File: src/rtl/wdog_pkg.sv
package wdog_pkg;

    // Largest prescaler exponent; ratio runs 2^0 .. 2^PRESC_MAX_LOG
    localparam int PRESC_MAX_LOG = 7;
    localparam int PRESC_SEL_W   = 3;

    typedef enum logic {
        SRC_OSC = 1'b0,
        SRC_SYS = 1'b1
    } wd_src_e;

    typedef struct packed {
        logic timeout;
        logic powerdown;
    } wd_flags_t;

    // Low-bit mask whose all-ones state marks the last tick of a prescaler period
    function automatic logic [PRESC_MAX_LOG-1:0] presc_mask(input logic [PRESC_SEL_W-1:0] sel);
        logic [PRESC_MAX_LOG:0] m;
        m = ((PRESC_MAX_LOG+1)'(1) << sel) - (PRESC_MAX_LOG+1)'(1);
        return m[PRESC_MAX_LOG-1:0];
    endfunction

endpackage

File: src/rtl/wdog_tick_src.sv
module wdog_tick_src #(
    parameter int SYS_DIV = 4
) (
    input  logic clk,
    input  logic rst,
    input  logic src_sel,
    input  logic osc_tick,
    input  logic core_halted,
    output logic base_tick
);
    import wdog_pkg::*;

    logic sys_tick;

    generate
        if (SYS_DIV <= 1) begin : g_nodiv
            // system clock used directly, stopped in halt
            assign sys_tick = !core_halted;
        end else begin : g_div
            localparam int DIV_W = $clog2(SYS_DIV);
            localparam logic [DIV_W-1:0] DIV_LAST = DIV_W'(SYS_DIV - 1);
            logic [DIV_W-1:0] div_q;

            always_ff @(posedge clk) begin
                if (rst) begin
                    div_q <= '0;
                end else if (!core_halted) begin
                    div_q <= (div_q == DIV_LAST) ? '0 : div_q + 1'b1;
                end
            end

            assign sys_tick = !core_halted && (div_q == DIV_LAST);
        end
    endgenerate

    assign base_tick = (wd_src_e'(src_sel) == SRC_SYS) ? sys_tick : osc_tick;

endmodule

File: src/rtl/wdog_clr_qual.sv
module wdog_clr_qual (
    input  logic clk,
    input  logic rst,
    input  logic dual_mode,
    input  logic clr_a,
    input  logic clr_b,
    output logic restart
);
    localparam int NUM_CLR = 2;

    logic [NUM_CLR-1:0] strobe;
    logic [NUM_CLR-1:0] seen_q;
    logic [NUM_CLR-1:0] have;

    assign strobe = {clr_b, clr_a};

    // dual mode needs every strobe recorded or present; single mode needs any
    assign restart = dual_mode ? (&have) : (|strobe);

    generate
        for (genvar i = 0; i < NUM_CLR; i++) begin : g_seen
            assign have[i] = seen_q[i] | strobe[i];

            always_ff @(posedge clk) begin
                if (rst || restart || !dual_mode) begin
                    seen_q[i] <= 1'b0;
                end else if (strobe[i]) begin
                    seen_q[i] <= 1'b1;
                end
            end
        end
    endgenerate

    // dual mode never restarts unless both kinds are accounted for
    a_r8_dual_needs_both: assert property (@(posedge clk) disable iff (rst)
        (dual_mode && restart) |-> (have == {NUM_CLR{1'b1}}));

    // single mode restarts on any strobe
    a_r7_single_any: assert property (@(posedge clk) disable iff (rst)
        (!dual_mode && (clr_a || clr_b)) |-> restart);

endmodule

File: src/rtl/wdog_count.sv
module wdog_count #(
    parameter int CNT_W = 8
) (
    input  logic                              clk,
    input  logic                              rst,
    input  logic                              enable,
    input  logic                              restart,
    input  logic                              base_tick,
    input  logic [wdog_pkg::PRESC_SEL_W-1:0]  presc_sel,
    output logic                              timeout
);
    import wdog_pkg::*;

    localparam logic [CNT_W-1:0] CNT_LAST = {CNT_W{1'b1}};

    logic [PRESC_MAX_LOG-1:0] pre_q;
    logic [CNT_W-1:0]         cnt_q;
    logic [PRESC_MAX_LOG-1:0] mask;
    logic                     pre_done;

    assign mask     = presc_mask(presc_sel);
    assign pre_done = base_tick && ((pre_q & mask) == mask);
    assign timeout  = enable && !restart && pre_done && (cnt_q == CNT_LAST);

    always_ff @(posedge clk) begin
        if (rst || restart || !enable) begin
            pre_q <= '0;
            cnt_q <= '0;
        end else if (base_tick) begin
            pre_q <= pre_q + 1'b1;
            if (pre_done) begin
                cnt_q <= cnt_q + 1'b1;
            end
        end
    end

    // a disabled counter sits at zero
    a_r9_held_zero: assert property (@(posedge clk) disable iff (rst)
        !enable |=> (cnt_q == '0) && (pre_q == '0));

endmodule

File: src/rtl/wdog_dualclr.sv
module wdog_dualclr #(
    parameter int CNT_W   = 8,
    parameter int SYS_DIV = 4
) (
    input  logic       clk,
    input  logic       rst,
    input  logic       cfg_enable,
    input  logic       cfg_src_sel,
    input  logic [2:0] cfg_presc,
    input  logic       cfg_dual_clr,
    input  logic       osc_tick,
    input  logic       clr_a,
    input  logic       clr_b,
    input  logic       halt_strb,
    input  logic       core_halted,
    output logic       to_flag,
    output logic       pd_flag,
    output logic       rst_req,
    output logic       wake_req
);
    import wdog_pkg::*;

    logic      base_tick;
    logic      restart;
    logic      timeout;
    wd_flags_t flags_q;
    logic      rst_req_q;
    logic      wake_req_q;

    wdog_tick_src #(.SYS_DIV(SYS_DIV)) i_src (
        .clk         (clk),
        .rst         (rst),
        .src_sel     (cfg_src_sel),
        .osc_tick    (osc_tick),
        .core_halted (core_halted),
        .base_tick   (base_tick)
    );

    wdog_clr_qual i_clr (
        .clk       (clk),
        .rst       (rst),
        .dual_mode (cfg_dual_clr),
        .clr_a     (clr_a),
        .clr_b     (clr_b),
        .restart   (restart)
    );

    wdog_count #(.CNT_W(CNT_W)) i_cnt (
        .clk       (clk),
        .rst       (rst),
        .enable    (cfg_enable),
        .restart   (restart),
        .base_tick (base_tick),
        .presc_sel (cfg_presc),
        .timeout   (timeout)
    );

    always_ff @(posedge clk) begin
        if (rst) begin
            flags_q    <= '0;
            rst_req_q  <= 1'b0;
            wake_req_q <= 1'b0;
        end else begin
            rst_req_q  <= timeout && !core_halted;
            wake_req_q <= timeout && core_halted;
            if (restart) begin
                flags_q.timeout <= 1'b0;
            end else if (timeout) begin
                flags_q.timeout <= 1'b1;
            end
            if (halt_strb) begin
                flags_q.powerdown <= 1'b1;
            end else if (restart) begin
                flags_q.powerdown <= 1'b0;
            end
        end
    end

    assign to_flag  = flags_q.timeout;
    assign pd_flag  = flags_q.powerdown;
    assign rst_req  = rst_req_q;
    assign wake_req = wake_req_q;

    a_r4_rst_one_cycle: assert property (@(posedge clk) disable iff (rst)
        rst_req |=> !rst_req);

    a_r5_wake_one_cycle: assert property (@(posedge clk) disable iff (rst)
        wake_req |=> !wake_req);

    a_r5_req_exclusive: assert property (@(posedge clk) disable iff (rst)
        !(rst_req && wake_req));

    a_r3_req_has_flag: assert property (@(posedge clk) disable iff (rst)
        (rst_req || wake_req) |-> to_flag);

    a_r5_wake_after_halt: assert property (@(posedge clk) disable iff (rst)
        wake_req |-> $past(core_halted));

    a_r6_pd_from_halt: assert property (@(posedge clk) disable iff (rst)
        $rose(pd_flag) |-> $past(halt_strb));

    a_r9_disabled_quiet: assert property (@(posedge clk) disable iff (rst)
        !cfg_enable |=> !rst_req && !wake_req);

endmodule

File: config.mk
export PLATFORM = sky130hd
export DESIGN_NAME = wdog_dualclr
export DESIGN_NICKNAME = d
export VERILOG_FILES = /design/src/rtl/wdog_pkg.sv /design/src/rtl/wdog_tick_src.sv /design/src/rtl/wdog_clr_qual.sv /design/src/rtl/wdog_count.sv /design/src/rtl/wdog_dualclr.sv
export SDC_FILE = /design/constraint.sdc
export NUM_CORES = 1
export LEC_CHECK = 0
export BUFFER_PORTS_ARGS = -buffer_cell sky130_fd_sc_hd__buf_2
export CAP_MARGIN = 30
export CORE_MARGIN = 2
export CORE_UTILIZATION = 27
export DETAILED_ROUTE_END_ITERATION = 7
export GPL_ROUTABILITY_DRIVEN = 0
export PLACE_DENSITY = 0.5
export SYNTH_ARGS = -nofsm -noshare
export SYNTH_HDL_FRONTEND = slang
export SYNTH_SLANG_ARGS = --single-unit
File: constraint.sdc
create_clock -name clk -period 2.7 [get_ports clk]
set_clock_uncertainty 0.05 [all_clocks]
set_input_delay 0.27 -clock clk [delete_from_list [all_inputs] [get_ports clk]]
set_output_delay 0.27 -clock clk [all_outputs]
set_load 0.01 [all_outputs]
==> results of run 1 <==
==> stage by stage <==
step | power (mW) | util | cell area [µm²] | worst slack [ns] | hold slack, ns
floorplan | 0.380 | - | 1060 | 0.971 | 0.292
global placement | 0.397 | 0.317 | 1180 | 0.770 | 0.394
detailed placement | 0.398 | 0.317 | 1180 | 0.754 | 0.411
CTS | 0.613 | 0.330 | 1220 | 0.746 | 0.165
global route | 0.633 | 0.330 | 1220 | 0.653 | 0.178
finish | 0.602 | 0.330 | 1220 | 0.759 | 0.170
==> power by group through the flow <==
| stage | Sequential (mW) | Clock (mW) | Combinational (mW) |
|---|---|---|---|
| floorplan | 0.354 | 0 | 0.0253 |
| global placement | 0.354 | 0 | 0.0427 |
| detailed placement | 0.355 | 0 | 0.0438 |
| CTS | 0.347 | 0.222 | 0.0439 |
| global route | 0.347 | 0.236 | 0.0497 |
| finish | 0.346 | 0.212 | 0.0432 |
==> cell usage after synthesis (2+ instances only) <==
cell       n  area share
ha_1       3       0.035
nor3_1     2      0.0094
nand3_1    6       0.028
nor2b_1    3       0.018
nor2_1    14       0.050
mux2i_1    3       0.028
o21ai_0    6       0.028
dfxtp_1   23        0.43
nand2b_1   2       0.012
xor2_1     3       0.025
nand4_1    4       0.024
or3_1      6       0.035
a21oi_1   11       0.052
nand2_1   11       0.039
xnor2_1    2       0.017
nor4_1     2       0.012
==> worst max path at each step <==
stage	end	slack, ns	depth (start not counted)
3_3_place_gp	i_cnt.cnt_q[7]	0.77	5
6_report	i_cnt.cnt_q[7]	0.76	6
4_1_cts	i_cnt.cnt_q[7]	0.75	6
3_5_place_dp	i_cnt.cnt_q[7]	0.75	5
2_1_floorplan	i_cnt.cnt_q[7]	0.97	6
5_1_grt	i_cnt.cnt_q[4]	0.65	6
==> cell usage in the layout, fill, tap and decap left out, drive strengths merged, types with 2 or more instances in the layout <==
cell type,synthesis,final
or3,7,7
ha,3,3
dfxtp,23,23
nand4,4,4
a21oi,11,11
clkbuf,1,3
nor4,2,2
mux2i,3,3
nor2,14,14
nor3,2,2
nand3,6,6
nand2,11,11
xor2,3,3
xnor2,2,2
nor2b,3,3
o21ai,6,6
nand2b,2,2
buf,2,16
==> cell families after synthesis <==
logic type	synth area share
and+or+nand+nor	0.283
AOI/OAI and AO/OA	0.146
DFF	0.434
xor gates and xnor gates	0.0413
muxes	0.0389
buffers and inverters	0.0212
adders and majority gates	0.0354
==> layout make-up <==
cell class                      instances  share of cell area
Tap cell                               48              0.0490
Sequential cell                        23               0.376
Timing Repair Buffer                   16              0.0654
Clock buffer                            3              0.0337
Multi-Input combinational cell         96               0.472
Clock inverter                          1             0.00409
==> worst reg2reg max path, delay by kind of cell (launching register included) <==
family / cells / cell delay [ns]
DFF: 1 / 0.36
adders and majority gates: 1 / 0.17
AOI/OAI and AO/OA: 3 / 0.64
and+or+nand+nor: 2 / 0.68
==> registers in the layout (all words and copies together) (netlist names) <==
register           count
i_cnt.pre_q            7
wake_req               1
rst_req                1
i_clr.seen_q           2
to_flag                1
i_src.g_div.div_q      2
i_cnt.cnt_q            8
pd_flag                1
==> layer usage <==
metal / routed length (µm) / vias up / part of all wire / track usage
li1: - / 475 / - / -
met1: 982 / 399 / 0.49 / 0.123
met2: 910 / 13 / 0.46 / 0.165
met3: 65 / 2 / 0.033 / 0.0304
met4: 34 / 0 / 0.017 / 0.0459
met5: 0 / - / 0 / 0
==> impl_metrics.prom, run 1 <==
# TYPE chip_impl_metric gauge
chip_impl_metric{name="postSynthNetCount",unit=""} 138
chip_impl_metric{name="grt_pass1_wl",unit="mm"} 3.43
chip_impl_metric{name="post_route_cells_drive_above_1_share",unit=""} 0.173
chip_impl_metric{name="ys_types",unit=""} 37
chip_impl_metric{name="final-max-slew-violation-count",unit=""} 0
chip_impl_metric{name="p_int",unit="mW"} 0.466
chip_impl_metric{name="cts.htree.levels",unit=""} 1
chip_impl_metric{name="drt-vias-per-instance",unit=""} 4.75
chip_impl_metric{name="grt_max_degree",unit=""} 17
chip_impl_info{name="holdCritPathClass",value="input port to register"} 1
chip_impl_metric{name="cts_resized",unit=""} 0
chip_impl_metric{name="critical_path_peak_fanout",unit=""} 12
chip_impl_metric{name="drt_pre_antenna_iters",unit=""} 4
chip_impl_metric{name="routed-via-count",unit=""} 889
chip_impl_info{name="r2r-end",value="i_cnt.cnt_q[7]"} 1
chip_impl_metric{name="critical_path_arrival",unit="ns"} 2.09
chip_impl_metric{name="maxSlewHeadroom",unit=""} 0.624
chip_impl_metric{name="post_synth.cell_area_avg",unit="µm²"} 8.70
chip_impl_metric{name="syn-instance-count",unit=""} 122
chip_impl_metric{name="core_area",unit="µm²"} 3720
chip_impl_metric{name="avgRoutedWirePerCell",unit="µm"} 10.7
chip_impl_info{name="timing.hold.worst.start",value="clr_a"} 1
chip_impl_metric{name="dp_hpwl",unit="mm"} 1.53
chip_impl_info{name="critPathLaunchType",value="register"} 1
chip_impl_metric{name="worst-r2r-cell-count",unit=""} 6
chip_impl_metric{name="synth_area",unit="µm²"} 1060
chip_impl_metric{name="power.static_leakage",unit="nW"} 0.439
chip_impl_metric{name="first_global_vias",unit=""} 817
chip_impl_metric{name="floorplan.initialDensity",unit=""} 0.286
chip_impl_metric{name="timing.final.hold_violations",unit=""} 0
chip_impl_info{name="crit_chain",value="ha_1 > and3b_1 > o22ai_1 > a211o_1 > or4_1 > a21oi_1"} 1
chip_impl_metric{name="clock_insertion_delay_worst_skew",unit="ns"} 0.26
chip_impl_metric{name="part_of_the_total_power_dissipated_in_the_clock_network",unit=""} 0.352
chip_impl_info{name="cp_top_family",value="simple AND/OR/NAND/NOR gates"} 1
chip_impl_metric{name="max_freq",unit="MHz"} 515
chip_impl_metric{name="synth-seq-cells",unit=""} 23
chip_impl_info{name="critPathKind",value="register to register"} 1
chip_impl_info{name="worstSetupEndpointType",value="register"} 1
chip_impl_metric{name="grt_overflow",unit=""} 0
chip_impl_metric{name="num_rows",unit=""} 22
chip_impl_metric{name="hold_buffers",unit=""} 0
chip_impl_metric{name="power.ir.vdd_worst",unit="mV"} 0.272
chip_impl_metric{name="groute.usage.overall",unit=""} 0.102
chip_impl_metric{name="n_antenna_cell",unit=""} 0
chip_impl_info{name="crit-reg2reg-launch",value="i_src.g_div.div_q[0]"} 1
chip_impl_info{name="postSynth.topFlopCell",value="dfxtp_1"} 1
chip_impl_metric{name="critical_path.max_stage_delay",unit="ns"} 0.50
chip_impl_metric{name="net_switching_power",unit="mW"} 0.136
chip_impl_metric{name="final_min_period_over_clock_period",unit=""} 0.719
chip_impl_metric{name="count_of_buffers_inserted_at_the_top_level_ports",unit=""} 16
chip_impl_metric{name="drv_cap",unit=""} 0
chip_impl_metric{name="cp_num_buf_inv",unit=""} 0
chip_impl_metric{name="clk_path_buf_depth",unit=""} 2
chip_impl_metric{name="worstMarginPinSlew",unit="ns"} 0.563
chip_impl_info{name="holdPathEnd",value="i_clr.seen_q[0]"} 1
chip_impl_metric{name="floorplan.die.width",unit="µm"} 66.7
chip_impl_info{name="critical-path-slowest-cell",value="or4_1"} 1
chip_impl_metric{name="switching_share",unit=""} 0.226
chip_impl_metric{name="placed_cells_incl_taps",unit=""} 183
chip_impl_metric{name="required",unit="ns"} 2.84
chip_impl_metric{name="detail_route.drc_violations",unit=""} 0
chip_impl_metric{name="yosysWarningCount",unit=""} 0
chip_impl_metric{name="worst_hold_path.num_cells",unit=""} 3
chip_impl_info{name="cts_tree",value="done"} 1
chip_impl_metric{name="die_h",unit="µm"} 66.7
chip_impl_metric{name="post_synth_edffs",unit=""} 0
chip_impl_metric{name="antenna_found_initial",unit=""} 0
chip_impl_metric{name="design.die.area",unit="µm²"} 4450
chip_impl_metric{name="cts_inserted_buffers",unit=""} 3
chip_impl_info{name="grt_setup_unrepaired",value="false"} 1
chip_impl_metric{name="power.density_cell_area",unit="nW/µm²"} 491
chip_impl_metric{name="setup-tns-final",unit="ns"} 0
chip_impl_info{name="cts_root_buf",value="clkbuf_8"} 1
chip_impl_metric{name="fin_crit",unit="ns"} 1.94
chip_impl_metric{name="drt_wl_total",unit="mm"} 1.99
chip_impl_metric{name="initialDrtViolationCount",unit=""} 32
chip_impl_metric{name="cts.reportedPaths.clkPinSlew",unit="ns"} 0.09
chip_impl_metric{name="syn2layout_area_growth",unit="%"} 15.4
chip_impl_metric{name="cts.repair_timing.setup_buffer_count",unit=""} 0
chip_impl_info{name="timing.critical_path.from",value="i_src.g_div.div_q[0]"} 1
chip_impl_metric{name="num-nets-final",unit=""} 156
chip_impl_metric{name="share_seq_of_total_power",unit=""} 0.576
chip_impl_info{name="run_status",value="complete, no violations"} 1
chip_impl_metric{name="cts.sink_count",unit=""} 23
chip_impl_metric{name="ff2ff_setup_slack",unit="ns"} 0.76
chip_impl_metric{name="layout.area.seq",unit="µm²"} 460
chip_impl_metric{name="synth-seq-area-share",unit=""} 0.434
chip_impl_metric{name="io-pin-count",unit=""} 17
chip_impl_metric{name="multiInputGateArea",unit="µm²"} 578
chip_impl_metric{name="instances_no_fill",unit=""} 187
chip_impl_metric{name="final-setup-viol-count",unit=""} 0
chip_impl_metric{name="nFillCells",unit=""} 401
chip_impl_metric{name="comb_power_share",unit=""} 0.072
chip_impl_metric{name="final_antenna_net_count",unit=""} 0
chip_impl_metric{name="synthArstFlopShare",unit=""} 0
No activity file was read; power rests on OpenSTA's default activity.
==> run 2, diff against run 1 <==
clock period = 1.79 ns   (was 2.7 ns; I/O delays follow)
==> run 2 against run 1 <==
The flow now finishes with violations (setup timing). First-iteration DRC count down 9.4%. Sequential share of layout area down 4.7 points. Sequential power up 51%. Die area unchanged. Count of clock-buffer cells in the layout up 1. Fmax up 6.1%. Critical path depth up 2.
==> impl_metrics.prom, run 2 (synthesis results as in run 1) <==
# TYPE chip_impl_metric gauge
chip_impl_info{name="run_status",value="finished, violations left"} 1
chip_impl_info{name="failed_checks",value="setup timing"} 1
chip_impl_info{name="holdCritPathClass",value="input port to register"} 1
chip_impl_metric{name="num_rows",unit=""} 22
chip_impl_info{name="layout_common_cells",value="21 x dfxtp_1, 16 x buf_2, 14 x nor2_1, 14 x buf_4, 11 x nand2_1"} 1
chip_impl_metric{name="utilization",unit=""} 0.379
chip_impl_metric{name="cts_inserted_buffers",unit=""} 3
chip_impl_metric{name="n_antenna_cell",unit=""} 0
chip_impl_metric{name="drt_pre_antenna_iters",unit=""} 4
chip_impl_info{name="worstSetupEndpointType",value="register"} 1
chip_impl_metric{name="clock_insertion_delay_worst_skew",unit="ns"} 0.26
chip_impl_info{name="cts_tree",value="done"} 1
chip_impl_metric{name="post-place-ws",unit="ns"} -0.152
chip_impl_metric{name="grt_overflow",unit=""} 0
chip_impl_metric{name="critical_path.max_stage_delay",unit="ns"} 0.36
chip_impl_metric{name="design.die.area",unit="µm²"} 4450
chip_impl_metric{name="cts.htree.levels",unit=""} 1
chip_impl_info{name="cp_top_family",value="compound AO/OA/AOI/OAI gates"} 1
chip_impl_metric{name="count_of_buffers_inserted_at_the_top_level_ports",unit=""} 16
chip_impl_metric{name="largest_register_ffs",unit=""} 8
chip_impl_info{name="most_common_cell_after_layout_fill_and_taps_aside",value="dfxtp_1"} 1
chip_impl_metric{name="io-pin-count",unit=""} 17
chip_impl_metric{name="fin_crit",unit="ns"} 1.83
chip_impl_metric{name="final_min_period_over_clock_period",unit=""} 1.02
chip_impl_metric{name="floorplan.initialDensity",unit=""} 0.286
chip_impl_metric{name="post_route_cells_drive_above_1_share",unit=""} 0.318
chip_impl_info{name="critical-path-slowest-cell",value="dfxtp_2"} 1
chip_impl_metric{name="groute.usage.overall",unit=""} 0.118
chip_impl_metric{name="worstMarginPinSlew",unit="ns"} 0.343
chip_impl_info{name="crit_chain",value="ha_4 > and3b_2 > o22ai_2 > a211o_1 > buf_4 > buf_4 > o31ai_4 > a21oi_2"} 1
chip_impl_info{name="max_flop_register",value="i_cnt.cnt_q"} 1
chip_impl_metric{name="timing.final.hold_violations",unit=""} 0
chip_impl_metric{name="drv_cap",unit=""} 0
chip_impl_metric{name="initialDrtViolationCount",unit=""} 29
chip_impl_metric{name="grt_pass1_wl",unit="mm"} 3.95
chip_impl_metric{name="detail_route.drc_violations",unit=""} 0
chip_impl_info{name="critPathLaunchType",value="register"} 1
chip_impl_info{name="critPathKind",value="register to register"} 1
chip_impl_metric{name="final_critical_path_setup_slack",unit="ns"} -0.0396
chip_impl_metric{name="maxSlewHeadroom",unit=""} 0.770
chip_impl_info{name="cts_root_buf",value="clkbuf_8"} 1
chip_impl_metric{name="critical_path_arrival",unit="ns"} 1.93
chip_impl_metric{name="required",unit="ns"} 1.89
chip_impl_metric{name="cts.reportedPaths.clkPinSlew",unit="ns"} 0.08
chip_impl_metric{name="grt_max_degree",unit=""} 13
chip_impl_metric{name="max_freq",unit="MHz"} 547
chip_impl_metric{name="final-max-slew-violation-count",unit=""} 0
chip_impl_metric{name="power.static_leakage",unit="nW"} 0.539
chip_impl_metric{name="drt_wl_total",unit="mm"} 2.33
chip_impl_metric{name="total_power",unit="mW"} 0.923
chip_impl_metric{name="timing.hold.ws",unit="ns"} 0.0723
chip_impl_metric{name="dp_hpwl",unit="mm"} 1.77
chip_impl_info{name="grt_setup_unrepaired",value="true"} 1
chip_impl_metric{name="routed-via-count",unit=""} 968
chip_impl_metric{name="drt-vias-per-instance",unit=""} 4.79
chip_impl_metric{name="core_area",unit="µm²"} 3720
chip_impl_metric{name="die_h",unit="µm"} 66.7
chip_impl_metric{name="power.density_cell_area",unit="nW/µm²"} 656
chip_impl_metric{name="final_antenna_net_count",unit=""} 0
chip_impl_metric{name="antenna_found_initial",unit=""} 0
chip_impl_metric{name="first_global_vias",unit=""} 914
chip_impl_metric{name="power.ir.vdd_worst",unit="mV"} 0.336
chip_impl_metric{name="critical_path_peak_fanout",unit=""} 5
chip_impl_metric{name="cp_num_buf_inv",unit=""} 2
chip_impl_metric{name="avgRoutedWirePerCell",unit="µm"} 11.5
chip_impl_metric{name="hold_buffers",unit=""} 0
chip_impl_info{name="largest_registers",value="i_cnt.cnt_q x8, i_cnt.pre_q x7"} 1
chip_impl_info{name="crit_top_cell",value="buf_4"} 1
chip_impl_metric{name="clk_path_buf_depth",unit=""} 2
chip_impl_metric{name="num-nets-final",unit=""} 171
chip_impl_metric{name="cts.sink_count",unit=""} 23
chip_impl_metric{name="syn2layout_area_growth",unit="%"} 32.7
chip_impl_metric{name="floorplan.die.width",unit="µm"} 66.7
chip_impl_metric{name="final-setup-viol-count",unit=""} 2
-- run 2: worst paths after layout --
| path | startpoint | end | slack (ns) | cells past startpoint |
|---|---|---|---|---|
| worst max-delay path | i_src.g_div.div_q[0] | i_cnt.cnt_q[7] | -0.04 | 8 |
| worst min-delay path | halt_strb | pd_flag | 0.07 | 3 |
| worst max register to register | i_src.g_div.div_q[0] | i_cnt.cnt_q[7] | -0.04 | 8 |
| worst min register to register | to_flag | to_flag | 0.42 | 1 |
-- run 2: cell type report --
type                    instances  area (µm²)
clock buffers                   4        45.0
fillers                       398        2310
multi-input cells              96         643
flip-flops and latches         23         463
well taps                      48        60.1
repair buffers                 31         196
-- run 2: through the flow --
stage / setup TNS [ns] / instance area [µm²] / instances
floorplan: 0 / 1060 / 122
global placement: -0.108 / 1270 / 195
detailed placement: -0.324 / 1270 / 195
CTS: -0.0933 / 1370 / 202
global route: -0.674 / 1410 / 202
finish: -0.0737 / 1410 / 202
-- run 2: metal layers --
layer,global-route usage,vias up,routed length (µm)
met5,0,-,0
met4,0.0408,0,27
met2,0.206,15,1170
li1,-,509,-
met3,0.0355,2,66
met1,0.135,442,1070
-- run 2: timing repair --
action / 4_1_cts / 5_1_grt
buffers inserted: 3 / 0
setup endpoints to repair: 6 / 8
gates resized for setup: 8 / 9
pin swaps: 5 / 1
-- run 2: report_power, final --
part           internal (mW)  switching [mW]  leakage [nW]
registers              0.519         0.00505         0.187
logic                 0.0400          0.0412         0.329
clock network          0.159           0.159        0.0228
total                  0.718           0.205         0.539
-- run 2: tightest hold or removal path, cell delays in order --
cell     delay, ns
buf_2         0.07
a21oi_1       0.03
nor2_1        0.07
==> run 3, diff against run 2 <==
CORE_ASPECT_RATIO = 1.1   (was default)
CORE_UTILIZATION = 35   (was 27)
PLACE_DENSITY = 0.6   (was 0.5)
==> run 3 against run 2 <==
The run still ends with setup timing left. Register-to-register slack worse by 0.08 ns. Sequential power hardly changed. Cell area decreased by 3.1%. Count of clock-buffer cells in the layout unchanged. Wire length rose by 2.5%. Fmax down 4.2%. Clock power fell by 26%. Critical path type unchanged. Critical endpoint unchanged. First-iteration DRC count decreased by 41%. Worst setup slack lost 0.081 ns. Die area shrank 22%. Power fell by 8.3%. Largest cell class unchanged. Cell count down 7.9%.
==> impl_metrics.prom, run 3 (synthesis results as in run 1) <==
# TYPE chip_impl_metric gauge
chip_impl_metric{name="design.die.area",unit="µm²"} 3490
chip_impl_metric{name="groute.usage.overall",unit=""} 0.152
chip_impl_metric{name="timing.hold.ws",unit="ns"} 0.0232
chip_impl_metric{name="clk_path_buf_depth",unit=""} 2
chip_impl_metric{name="final_antenna_net_count",unit=""} 0
chip_impl_metric{name="dp_hpwl",unit="mm"} 1.83
chip_impl_info{name="grt_setup_unrepaired",value="true"} 1
chip_impl_metric{name="comb_power_share",unit=""} 0.103
chip_impl_metric{name="final_min_period_over_clock_period",unit=""} 1.07
chip_impl_metric{name="drt_wl_total",unit="mm"} 2.39
chip_impl_metric{name="n_antenna_cell",unit=""} 0
chip_impl_metric{name="cts.reportedPaths.clkPinSlew",unit="ns"} 0.12
chip_impl_metric{name="detail_route.drc_violations",unit=""} 0
chip_impl_metric{name="grt_overflow",unit=""} 0
chip_impl_metric{name="count_of_buffers_inserted_at_the_top_level_ports",unit=""} 16
chip_impl_metric{name="maxSlewHeadroom",unit=""} 0.768
chip_impl_metric{name="avgRoutedWirePerCell",unit="µm"} 12.8
chip_impl_metric{name="final-max-slew-violation-count",unit=""} 0
chip_impl_metric{name="cts.htree.levels",unit=""} 1
chip_impl_metric{name="syn2layout_area_growth",unit="%"} 28.5
chip_impl_metric{name="die_h",unit="µm"} 61.7
chip_impl_info{name="most_common_cell_after_layout_fill_and_taps_aside",value="dfxtp_1"} 1
chip_impl_metric{name="first_global_vias",unit=""} 961
chip_impl_metric{name="required",unit="ns"} 1.99
chip_impl_metric{name="drv_cap",unit=""} 0
chip_impl_metric{name="timing.final.hold_violations",unit=""} 0
chip_impl_metric{name="io-pin-count",unit=""} 17
chip_impl_metric{name="power.density_cell_area",unit="nW/µm²"} 621
chip_impl_metric{name="core_area",unit="µm²"} 2830
chip_impl_info{name="critical-path-slowest-cell",value="or4_4"} 1
chip_impl_metric{name="total_power",unit="mW"} 0.847
chip_impl_metric{name="floorplan.die.width",unit="µm"} 56.5
chip_impl_metric{name="grt_max_degree",unit=""} 13
chip_impl_metric{name="final_critical_path_setup_slack",unit="ns"} -0.121
chip_impl_info{name="failed_checks",value="setup timing"} 1
chip_impl_metric{name="num-nets-final",unit=""} 170
chip_impl_metric{name="initialDrtViolationCount",unit=""} 17
chip_impl_info{name="holdCritPathClass",value="input port to register"} 1
chip_impl_metric{name="clock_insertion_delay_worst_skew",unit="ns"} 0.30
chip_impl_metric{name="floorplan.initialDensity",unit=""} 0.375
chip_impl_metric{name="largest_register_ffs",unit=""} 8
chip_impl_info{name="largest_registers",value="i_cnt.cnt_q x8, i_cnt.pre_q x7"} 1
chip_impl_info{name="max_flop_register",value="i_cnt.cnt_q"} 1
chip_impl_metric{name="max_freq",unit="MHz"} 523
chip_impl_metric{name="switching_share",unit=""} 0.234
chip_impl_metric{name="share_seq_of_total_power",unit=""} 0.620
chip_impl_info{name="cts_tree",value="done"} 1
chip_impl_info{name="crit_chain",value="ha_4 > and3b_2 > o22ai_4 > a211o_4 > or4_4 > a21oi_2"} 1
chip_impl_metric{name="net_switching_power",unit="mW"} 0.198
chip_impl_metric{name="final-setup-viol-count",unit=""} 2
chip_impl_metric{name="placed_cells_incl_taps",unit=""} 180
chip_impl_metric{name="worstMarginPinSlew",unit="ns"} 0.348
chip_impl_metric{name="part_of_the_total_power_dissipated_in_the_clock_network",unit=""} 0.278
chip_impl_info{name="layout_common_cells",value="21 x dfxtp_1, 16 x buf_2, 14 x nor2_1, 14 x buf_4, 11 x nand2_1"} 1
chip_impl_info{name="critPathKind",value="register to register"} 1
chip_impl_metric{name="critical_path_peak_fanout",unit=""} 8
chip_impl_metric{name="num_rows",unit=""} 20
chip_impl_metric{name="grt_pass1_wl",unit="mm"} 4.10
chip_impl_metric{name="cts.sink_count",unit=""} 23
chip_impl_info{name="run_status",value="finished, violations left"} 1
chip_impl_metric{name="hold_buffers",unit=""} 0
chip_impl_metric{name="drt_pre_antenna_iters",unit=""} 4
chip_impl_metric{name="power.ir.vdd_worst",unit="mV"} 0.508
chip_impl_metric{name="critical_path_arrival",unit="ns"} 2.11
chip_impl_metric{name="p_int",unit="mW"} 0.649
chip_impl_metric{name="power.static_leakage",unit="nW"} 0.505
chip_impl_metric{name="drt-vias-per-instance",unit=""} 5.47
chip_impl_info{name="cts_root_buf",value="clkbuf_4"} 1
chip_impl_metric{name="routed-via-count",unit=""} 1017
chip_impl_metric{name="critical_path.max_stage_delay",unit="ns"} 0.52
chip_impl_metric{name="antenna_found_initial",unit=""} 0
chip_impl_metric{name="cts_inserted_buffers",unit=""} 3
chip_impl_metric{name="post_route_cells_drive_above_1_share",unit=""} 0.327
chip_impl_info{name="worstSetupEndpointType",value="register"} 1
chip_impl_info{name="critPathLaunchType",value="register"} 1
chip_impl_metric{name="instances_no_fill",unit=""} 186
chip_impl_metric{name="fin_crit",unit="ns"} 1.91
==> run 3: cell count changes in the layout (fill, tap and decap cells not counted), sizes merged <==
cell | previous run | this run
buf | 31 | 30
==> run 3: path summary, 6_finish.rpt <==
check,slack [ns],end,cells past startpoint,from
min reg2reg,0.43,i_clr.seen_q[1],2,i_clr.seen_q[1]
max,-0.12,i_cnt.cnt_q[7],6,i_src.g_div.div_q[1]
min,0.02,pd_flag,3,halt_strb
max reg2reg,-0.12,i_cnt.cnt_q[7],6,i_src.g_div.div_q[1]
==> run 3: timing repair <==
action / 4_1_cts / 5_1_grt
buffers inserted: 1 / 1
pin swaps: 2 / 7
endpoints found under the setup margin: 6 / 8
gates resized for setup: 3 / 14
==> run 3: worst max-delay path: cells and delay by family, from the launching register on <==
family	cells	cell delay (ns)
compound gates	3	0.56
simple gates	2	0.74
flops	1	0.37
fa+ha+maj	1	0.13
==> run 3: power by group through the flow <==
stage | Sequential (mW) | Combinational, mW | Clock [mW]
final | 0.525 | 0.0869 | 0.235
after global routing | 0.526 | 0.0966 | 0.269
after CTS | 0.523 | 0.0788 | 0.246
after detailed placement | 0.534 | 0.0784 | 0
after global placement | 0.533 | 0.0758 | 0
after floorplan | 0.535 | 0.0381 | 0
==> run 3: layout make-up <==
type / instances / area (µm²)
fill: 281 / 1460
multi-input combinational: 96 / 648
sequential: 23 / 463
timing repair buffer: 30 / 185
tap: 33 / 41.3
clock buffer: 4 / 26.3
==> run 3: metal layers <==
layer | track usage | vias up | share of wire
met3 | 0.0248 | 2 | 0.031
met2 | 0.282 | 20 | 0.51
met1 | 0.178 | 488 | 0.45
li1 | - | 507 | -
met4 | 0.0612 | 0 | 0.0063
met5 | 0 | - | 0
==> run 3: metrics by stage <==
stage                     worst slack (ns)  TNS [ns]  utilization  cell area, µm²
final                               -0.121    -0.175        0.482            1360
after global routing                -0.170    -0.438        0.482            1360
after CTS                          -0.0552    -0.135        0.456            1290
after detailed placement           -0.0841    -0.143        0.442            1250
after global placement             -0.0445   -0.0620        0.442            1250
after floorplan                     0.0612         0            -            1060
